===== src/rtl/attn_pkg.sv =====
package attn_pkg;
  // Control-to-datapath strobes for one receiving core
  typedef struct packed {
    logic clrSrc;       // empty the source register
    logic consumeFlag;  // poll or satisfied wait consumes the event
  } attnStrobe_t;
endpackage


===== src/rtl/attn_ctrl.sv =====
module attn_ctrl
  import attn_pkg::*;
#(
  parameter int NUM_CORES = 16
) (
  input  logic                    clk,
  input  logic                    rstN,
  input  logic [NUM_CORES-1:0]    pollReq,
  input  logic [NUM_CORES-1:0]    waitReq,
  input  logic [NUM_CORES-1:0]    rdClr,
  input  logic [NUM_CORES-1:0]    eventFlag,
  output attnStrobe_t [NUM_CORES-1:0] strobes,
  output logic [NUM_CORES-1:0]    pollHit,
  output logic [NUM_CORES-1:0]    waitStall
);
  for (genvar d = 0; d < NUM_CORES; d++) begin : g_core
    logic waitMet;
    assign waitMet              = waitReq[d] & eventFlag[d];
    assign pollHit[d]           = pollReq[d] & eventFlag[d];
    assign waitStall[d]         = waitReq[d] & ~eventFlag[d];
    assign strobes[d].consumeFlag = pollReq[d] | waitMet;
    assign strobes[d].clrSrc    = rdClr[d];

    // a stalled core never consumes through its wait
    p_stall_no_consume_r8: assert property (@(posedge clk) disable iff (!rstN)
      (waitStall[d] && !pollReq[d]) |-> !strobes[d].consumeFlag);
    // a poll hit always consumes
    p_hit_consumes_r7: assert property (@(posedge clk) disable iff (!rstN)
      pollHit[d] |-> strobes[d].consumeFlag);
  end
endmodule


===== src/rtl/attn_datapath.sv =====
module attn_datapath
  import attn_pkg::*;
#(
  parameter int NUM_CORES = 16
) (
  input  logic                        clk,
  input  logic                        rstN,
  input  logic [NUM_CORES-1:0]        sendValid,
  input  logic [NUM_CORES*NUM_CORES-1:0] sendMask,
  input  attnStrobe_t [NUM_CORES-1:0] strobes,
  output logic [NUM_CORES*NUM_CORES-1:0] srcBits,
  output logic [NUM_CORES-1:0]        eventFlag,
  output logic [NUM_CORES-1:0]        irqReq
);
  localparam int N = NUM_CORES;

  logic [N-1:0] incMatrix [N];   // [dest][source]
  logic [N-1:0] srcQ [N];
  logic [N-1:0] flagQ, flagNext, irqQ, hasInc;

  // Request fan-out: transpose masks, drop self-addressed bits
  for (genvar d = 0; d < N; d++) begin : g_dst
    for (genvar s = 0; s < N; s++) begin : g_src
      if (s == d) begin : g_self
        assign incMatrix[d][s] = 1'b0;
      end else begin : g_peer
        assign incMatrix[d][s] = sendValid[s] & sendMask[s*N+d];
      end
    end
    assign hasInc[d]          = |incMatrix[d];
    assign srcBits[d*N +: N]  = srcQ[d];
  end

  always_comb begin
    for (int d = 0; d < N; d++) begin
      flagNext[d] = hasInc[d] |
                    (flagQ[d] & ~strobes[d].consumeFlag & ~strobes[d].clrSrc);
    end
  end

  always_ff @(posedge clk or negedge rstN) begin
    if (!rstN) begin
      for (int d = 0; d < N; d++) srcQ[d] <= '0;
      flagQ <= '0;
      irqQ  <= '0;
    end else begin
      for (int d = 0; d < N; d++) begin
        srcQ[d] <= (strobes[d].clrSrc ? '0 : srcQ[d]) | incMatrix[d];
      end
      flagQ <= flagNext;
      irqQ  <= flagNext & ~flagQ;
    end
  end

  assign eventFlag = flagQ;
  assign irqReq    = irqQ;

  for (genvar d = 0; d < N; d++) begin : g_chk
    p_flag_needs_src_r10: assert property (@(posedge clk) disable iff (!rstN)
      flagQ[d] |-> (srcQ[d] != '0));
    p_no_self_r3: assert property (@(posedge clk) disable iff (!rstN)
      !srcQ[d][d]);
    p_arrival_kept_r5: assert property (@(posedge clk) disable iff (!rstN)
      (incMatrix[d] != '0) |=>
        (((srcQ[d] & $past(incMatrix[d])) == $past(incMatrix[d])) && flagQ[d]));
    p_sticky_r4: assert property (@(posedge clk) disable iff (!rstN)
      !strobes[d].clrSrc |=> ((srcQ[d] & $past(srcQ[d])) == $past(srcQ[d])));
    p_consume_r7: assert property (@(posedge clk) disable iff (!rstN)
      (strobes[d].consumeFlag && incMatrix[d] == '0) |=> !flagQ[d]);
    p_irq_edge_r9: assert property (@(posedge clk) disable iff (!rstN)
      irqQ[d] |-> (flagQ[d] && !$past(flagQ[d])));
  end
endmodule


===== src/rtl/attn_hub.sv =====
module attn_hub
  import attn_pkg::*;
#(
  parameter int NUM_CORES = 16
) (
  input  logic                           clk,
  input  logic                           rstN,
  input  logic [NUM_CORES-1:0]           sendValid,
  input  logic [NUM_CORES*NUM_CORES-1:0] sendMask,
  input  logic [NUM_CORES-1:0]           rdClr,
  input  logic [NUM_CORES-1:0]           pollReq,
  input  logic [NUM_CORES-1:0]           waitReq,
  output logic [NUM_CORES*NUM_CORES-1:0] srcBits,
  output logic [NUM_CORES-1:0]           eventFlag,
  output logic [NUM_CORES-1:0]           pollHit,
  output logic [NUM_CORES-1:0]           waitStall,
  output logic [NUM_CORES-1:0]           irqReq
);
  attnStrobe_t [NUM_CORES-1:0] strobes;

  attn_ctrl #(.NUM_CORES(NUM_CORES)) u_ctrl (
    .clk(clk), .rstN(rstN),
    .pollReq(pollReq), .waitReq(waitReq), .rdClr(rdClr),
    .eventFlag(eventFlag), .strobes(strobes),
    .pollHit(pollHit), .waitStall(waitStall)
  );

  attn_datapath #(.NUM_CORES(NUM_CORES)) u_dp (
    .clk(clk), .rstN(rstN),
    .sendValid(sendValid), .sendMask(sendMask), .strobes(strobes),
    .srcBits(srcBits), .eventFlag(eventFlag), .irqReq(irqReq)
  );
endmodule


===== config.mk =====
export PLATFORM = sky130hd
export DESIGN_NAME = attn_hub
export DESIGN_NICKNAME = d
export VERILOG_FILES = /design/src/rtl/attn_pkg.sv /design/src/rtl/attn_ctrl.sv /design/src/rtl/attn_datapath.sv /design/src/rtl/attn_hub.sv
export SDC_FILE = /design/constraint.sdc
export NUM_CORES = 1
export LEC_CHECK = 0
export ABC_AREA = 1
export BUFFER_PORTS_ARGS = -buffer_cell sky130_fd_sc_hd__buf_2
export CORE_AREA = 2 2 253 255
export CTS_CLUSTER_SIZE = 10
export DETAILED_ROUTE_END_ITERATION = 16
export DIE_AREA = 0 0 255 257
export GPL_ROUTABILITY_DRIVEN = 1
export MAX_ROUTING_LAYER = met4
export PLACE_DENSITY_LB_ADDON = 0.3
export REMOVE_ABC_BUFFERS = 1
export SYNTH_ARGS = -nofsm -noshare
export SYNTH_HDL_FRONTEND = slang
export SYNTH_SLANG_ARGS = --single-unit

===== constraint.sdc =====
create_clock -name clk -period 0.9 [get_ports clk]
set_input_delay 0.09 -clock clk [delete_from_list [all_inputs] [get_ports clk]]
set_output_delay 0.09 -clock clk [all_outputs]
set_load 0.02 [all_outputs]

After elaboration in Yosys (flattened, before gate mapping):

Index checks and enable logic that the tools add are counted.

* output and inout bits: 320
* logic and storage cells: 468
* flip-flop bits (word level): 288
* input bits: 322

* reduce and logical (&&, ||, !) cells: 16
* mux-type cells: 16
* bitwise operators: 418

Operators by type and width (number)
* 1-bit AND: 320
* 16-bit 2-to-1 mux: 16
* 16-bit bitwise OR: 15
* 15-bit OR reduction: 16
* 1-bit NOT: 48
* 1-bit bitwise OR: 32
* 16-bit AND: 1
* 16-bit NOT: 1
* 16-bit by 15-bit bitwise OR with 16-bit output: 1

Depth between registers and ports, before layout:

* word-level depth: 7
* mapped depth: 7
* mapped depth without buffers: 6

By module:

A second synthesis with hierarchy kept.

* cell total of the unflattened synthesis: 1473
* area total of the unflattened synthesis: 11622.4 µm²

By module, submodules not included
* attn_datapath: seq. area each 6806.5 µm², area each 11081.9 µm², instances 1, cells each 1345
* attn_ctrl: seq. area each 0.0 µm², area each 540.5 µm², instances 1, cells each 128

Worst setup path before layout:

No wires, ideal clock.

* path type: register to register
* from: register u_dp.flagQ[11] (netlist: u_dp.eventFlag[11])
* to: register u_dp.irqQ[11] (netlist: u_dp.irqReq[11])
* path slack: -0.049 ns
* cell stages (with the launch flop): 5
* data required time: 0.772 ns
* clock period less this slack: 0.949 ns
* arrival: 0.821 ns
* setup time: 0.128 ns
* path buffers: 0
* cells stage by stage: dfrtp_1 -> nand3_1 -> nand2_1 -> nor2_2 -> nor2_2

* cells in the longest elaborated chain, start to end: 7
* elaborated cells between the ends (all ways): 8
* classes of those cells: 8 x bitwise

Ends and longest elaborated chain
* start, declared: RTL line attn_datapath.sv:19 `logic [N-1:0] flagQ, flagNext, irqQ, hasInc;`
* start signal, assigned: RTL line attn_datapath.sv:50 `flagQ <= flagNext;`
* 1-bit AND: RTL line attn_ctrl.sv:18 `assign waitMet = waitReq[d] & eventFlag[d];`
* 1-bit bitwise OR: RTL line attn_ctrl.sv:21 `assign strobes[d].consumeFlag = pollReq[d] | waitMet;`
* 1-bit NOT: RTL line attn_datapath.sv:37 `(flagQ[d] & ~strobes[d].consumeFlag & ~strobes[d].clrSrc);`
* 1-bit AND (2 in a row): RTL line attn_datapath.sv:37
* 1-bit bitwise OR: RTL line attn_datapath.sv:36 `flagNext[d] = hasInc[d] |`
* 16-bit AND (*): RTL line attn_datapath.sv:51 `irqQ <= flagNext & ~flagQ;`
* end signal, assigned: RTL line attn_datapath.sv:51
* end, declared: RTL line attn_datapath.sv:19

Mark *: on every way between the ends. The rest lies on a longest branch, timed or not.

Final worst setup path:

* from: register u_dp.flagQ[8] (netlist: u_dp.eventFlag[8])
* to: output waitStall[8]

* cells in the longest elaborated chain, start to end: 2

Ends and longest elaborated chain
* 1-bit NOT: RTL line attn_ctrl.sv:20 `assign waitStall[d] = waitReq[d] & ~eventFlag[d];`
* 1-bit AND: RTL line attn_ctrl.sv:20
* end, declared: RTL line attn_hub.sv:16 `output logic [NUM_CORES-1:0] waitStall,`

No other way between the ends.

==> reports/metrics.yaml <==
grt_max_degree: 37
yosysTopAreaCellShare_pct: 58.7
leakage_nw: 12.6
cp-end-kind: "output port"
io-pin-count: 642
syn_area_um2: 11600
period_minus_slack_ns: 1.42
outcome: "complete, but fails checks"
grt_use_total_pct: 19.1
drv_cap: 0
rsz0062_at_grt: "true"
whs_ns: -0.0447
multiInputGateArea_um2: 3820
fill_cells: 6088
start_util_pct: 18.5
yosys.area.top_type: "dfrtp_1"
finalWeightedCongestion: 0.943
cts_tree: "done"
dieArea_um2: 65500
violations: "negative hold slack, negative setup slack"
die_y_um: 257
vias: 14100
grt.overflow.total: 0
design_area_um2: 24100
drv_slew: 0
grt_pass1_vias: 15000
worstSetupPathType: "flip-flop to output port"
cts.path.max_buffers: 3
hpwl_mm: 46.6
cp-start-kind: "flip-flop"
fmax_mhz: 704
layout-drive-gt1-share_pct: 41.0
clock-sinks: 272
clkTransAtPathRegs_ns: 0.06
die_w_um: 255
ys_warn_count: 0
ir_drop_mv: 0.982
dp_worst_setup_slack_ns: -0.485
finalSetupViolCount: 331
htreeDepth: 2
synth-simple-area-share_pct: 19.1
yosys-top-cells-area: "dfrtp_1 59%, nand2_1 13%, o21ai_0 9.7%, inv_1 9.4%, nor2_1 4.0%"
drc: 0
grt_pass1_wl_mm: 90.3
antenna_found_initial: 8
port_buffers: 609
hold_violations: 6
drt-pass1-iter-count: 5
worst-path-max-fanout: 4
setup_tns_ns: -87.05
synth.distinct_cells: 14
fin_nets: 2892
syn_inst: 1410
required_ns: 0.81
area_growth_syn_to_layout_pct: 108
p_per_area_nw_per_um2: 1540
avgViaCountPerCell: 4.11
wl_per_cell_um: 18.7
regArea_um2: 6820
min_path_type: "input pin to flip-flop"
synth-compound-area-share_pct: 9.71
synth-seq-cells: 272
synth_top_family_by_area: "simple AND/OR/NAND/NOR gates"
first_iter_violations: 975
arrival_ns: 1.33
clk_latency_ns: 0.52
core_um2: 62700
ant_nets: 0
routed_wl_mm: 64.2
fin_skew_ns: 0.00163
ys_seq_area_share_pct: 58.7
synth_xor_area_share_pct: 0
numCtsBuffers: 35
fp-row-count: 92
placed_area_um2: 16900
layout_setup_ws_ns: -0.521
root_buffer: "clkbuf_16"
synth_mux_area_share_pct: 0
syn_area_per_cell_um2: 8.23
synth_fa_ha_area_share_pct: 0
period_share_pct: 158
layer usage:
layer | track usage (%) | wire length (um) | vias up
li1 | - | - | 6536
met1 | 21.5 | 24800 | 6786
met2 | 32.5 | 31700 | 645
met3 | 4.56 | 4980 | 155
met4 | 7.55 | 2640 | 0
met5 | - | 0 | -
synth_stat cells:
master	instances
buf_2	1
nand3_1	32
buf_6	16
buf_4	16
inv_2	1
nor2_2	4
conb_1	1
nor2_1	124
nand2_2	3
dfrtp_1	272
inv_1	289
nand2_1	411
clkbuf_1	15
o21ai_0	225
placed cells by master (no fill, tap or decap), drive strengths merged:
cell type and count:
buf 883, clkbuf 51, clkinv 2, clkinvlp 1
conb 16, dfrtp 272, diode 6, dlygate4sd3 270
dlymetal6s4s 2, inv 290, nand2 414, nand3 32
nor2 128, o21ai 225
layout make-up:
class | instances | share of cell area, %
antenna | 6 | 0.0623
clock buffer | 50 | 4.21
clock inverter | 3 | 0.0727
inverter | 290 | 4.52
multi-input combinational | 815 | 15.9
sequential | 272 | 28.3
tap | 846 | 4.39
timing repair buffer | 1156 | 42.6
flip-flops by register name, indices dropped and copies added (netlist names):
| register | flops |
|---|---|
| u_dp.srcBits | 240 |
| u_dp.irqReq | 16 |
| u_dp.eventFlag | 16 |
critical path, stage by stage, from the launching register on:
cell and delay, ns:
dfrtp_2 0.45, nor2_2 0.18, buf_4 0.17
final timing paths:
path,startpoint,endpoint,cells past startpoint,slack [ns]
max in group asynchronous,rstN,u_dp.srcBits[252],3,-0.06
min in group asynchronous,rstN,u_dp.srcBits[135],3,0.18
min reg2reg,u_dp.srcBits[253],u_dp.srcBits[253],2,0.50
max,u_dp.eventFlag[8],waitStall[8],2,-0.52
min,sendValid[13],u_dp.srcBits[29],3,-0.04
max reg2reg,u_dp.eventFlag[15],u_dp.eventFlag[15],8,-0.33
timing repair:
item,in CTS,in global routing
hold endpoints to repair,542,15
endpoints found under the setup margin,322,345
setup buffers,76,64
gates resized for setup,655,138
hold buffers,271,4
pin swaps,38,49
power by group:
group | internal, mW | switching (mW) | total [mW]
Clock | 7.75 | 5.50 | 13.2
Sequential | 13.2 | 0.836 | 14.1
Combinational | 4.96 | 4.89 | 9.85
through the flow:
stage,utilization (%),cells,power [mW]
final,38.4,3438,37.2
after global routing,38.4,3438,38.7
after CTS,37.0,3371,36.9
after detailed placement,26.9,2971,20.7
after global placement,26.9,2971,20.7
after floorplan,-,1377,16.6
kinds of logic after synthesis:
kind of cell	count (synthesis)
compound gates	225
flops	272
buf+inv	338
other cells	1
simple gates	574
No activity file was read; power rests on OpenSTA's default activity.
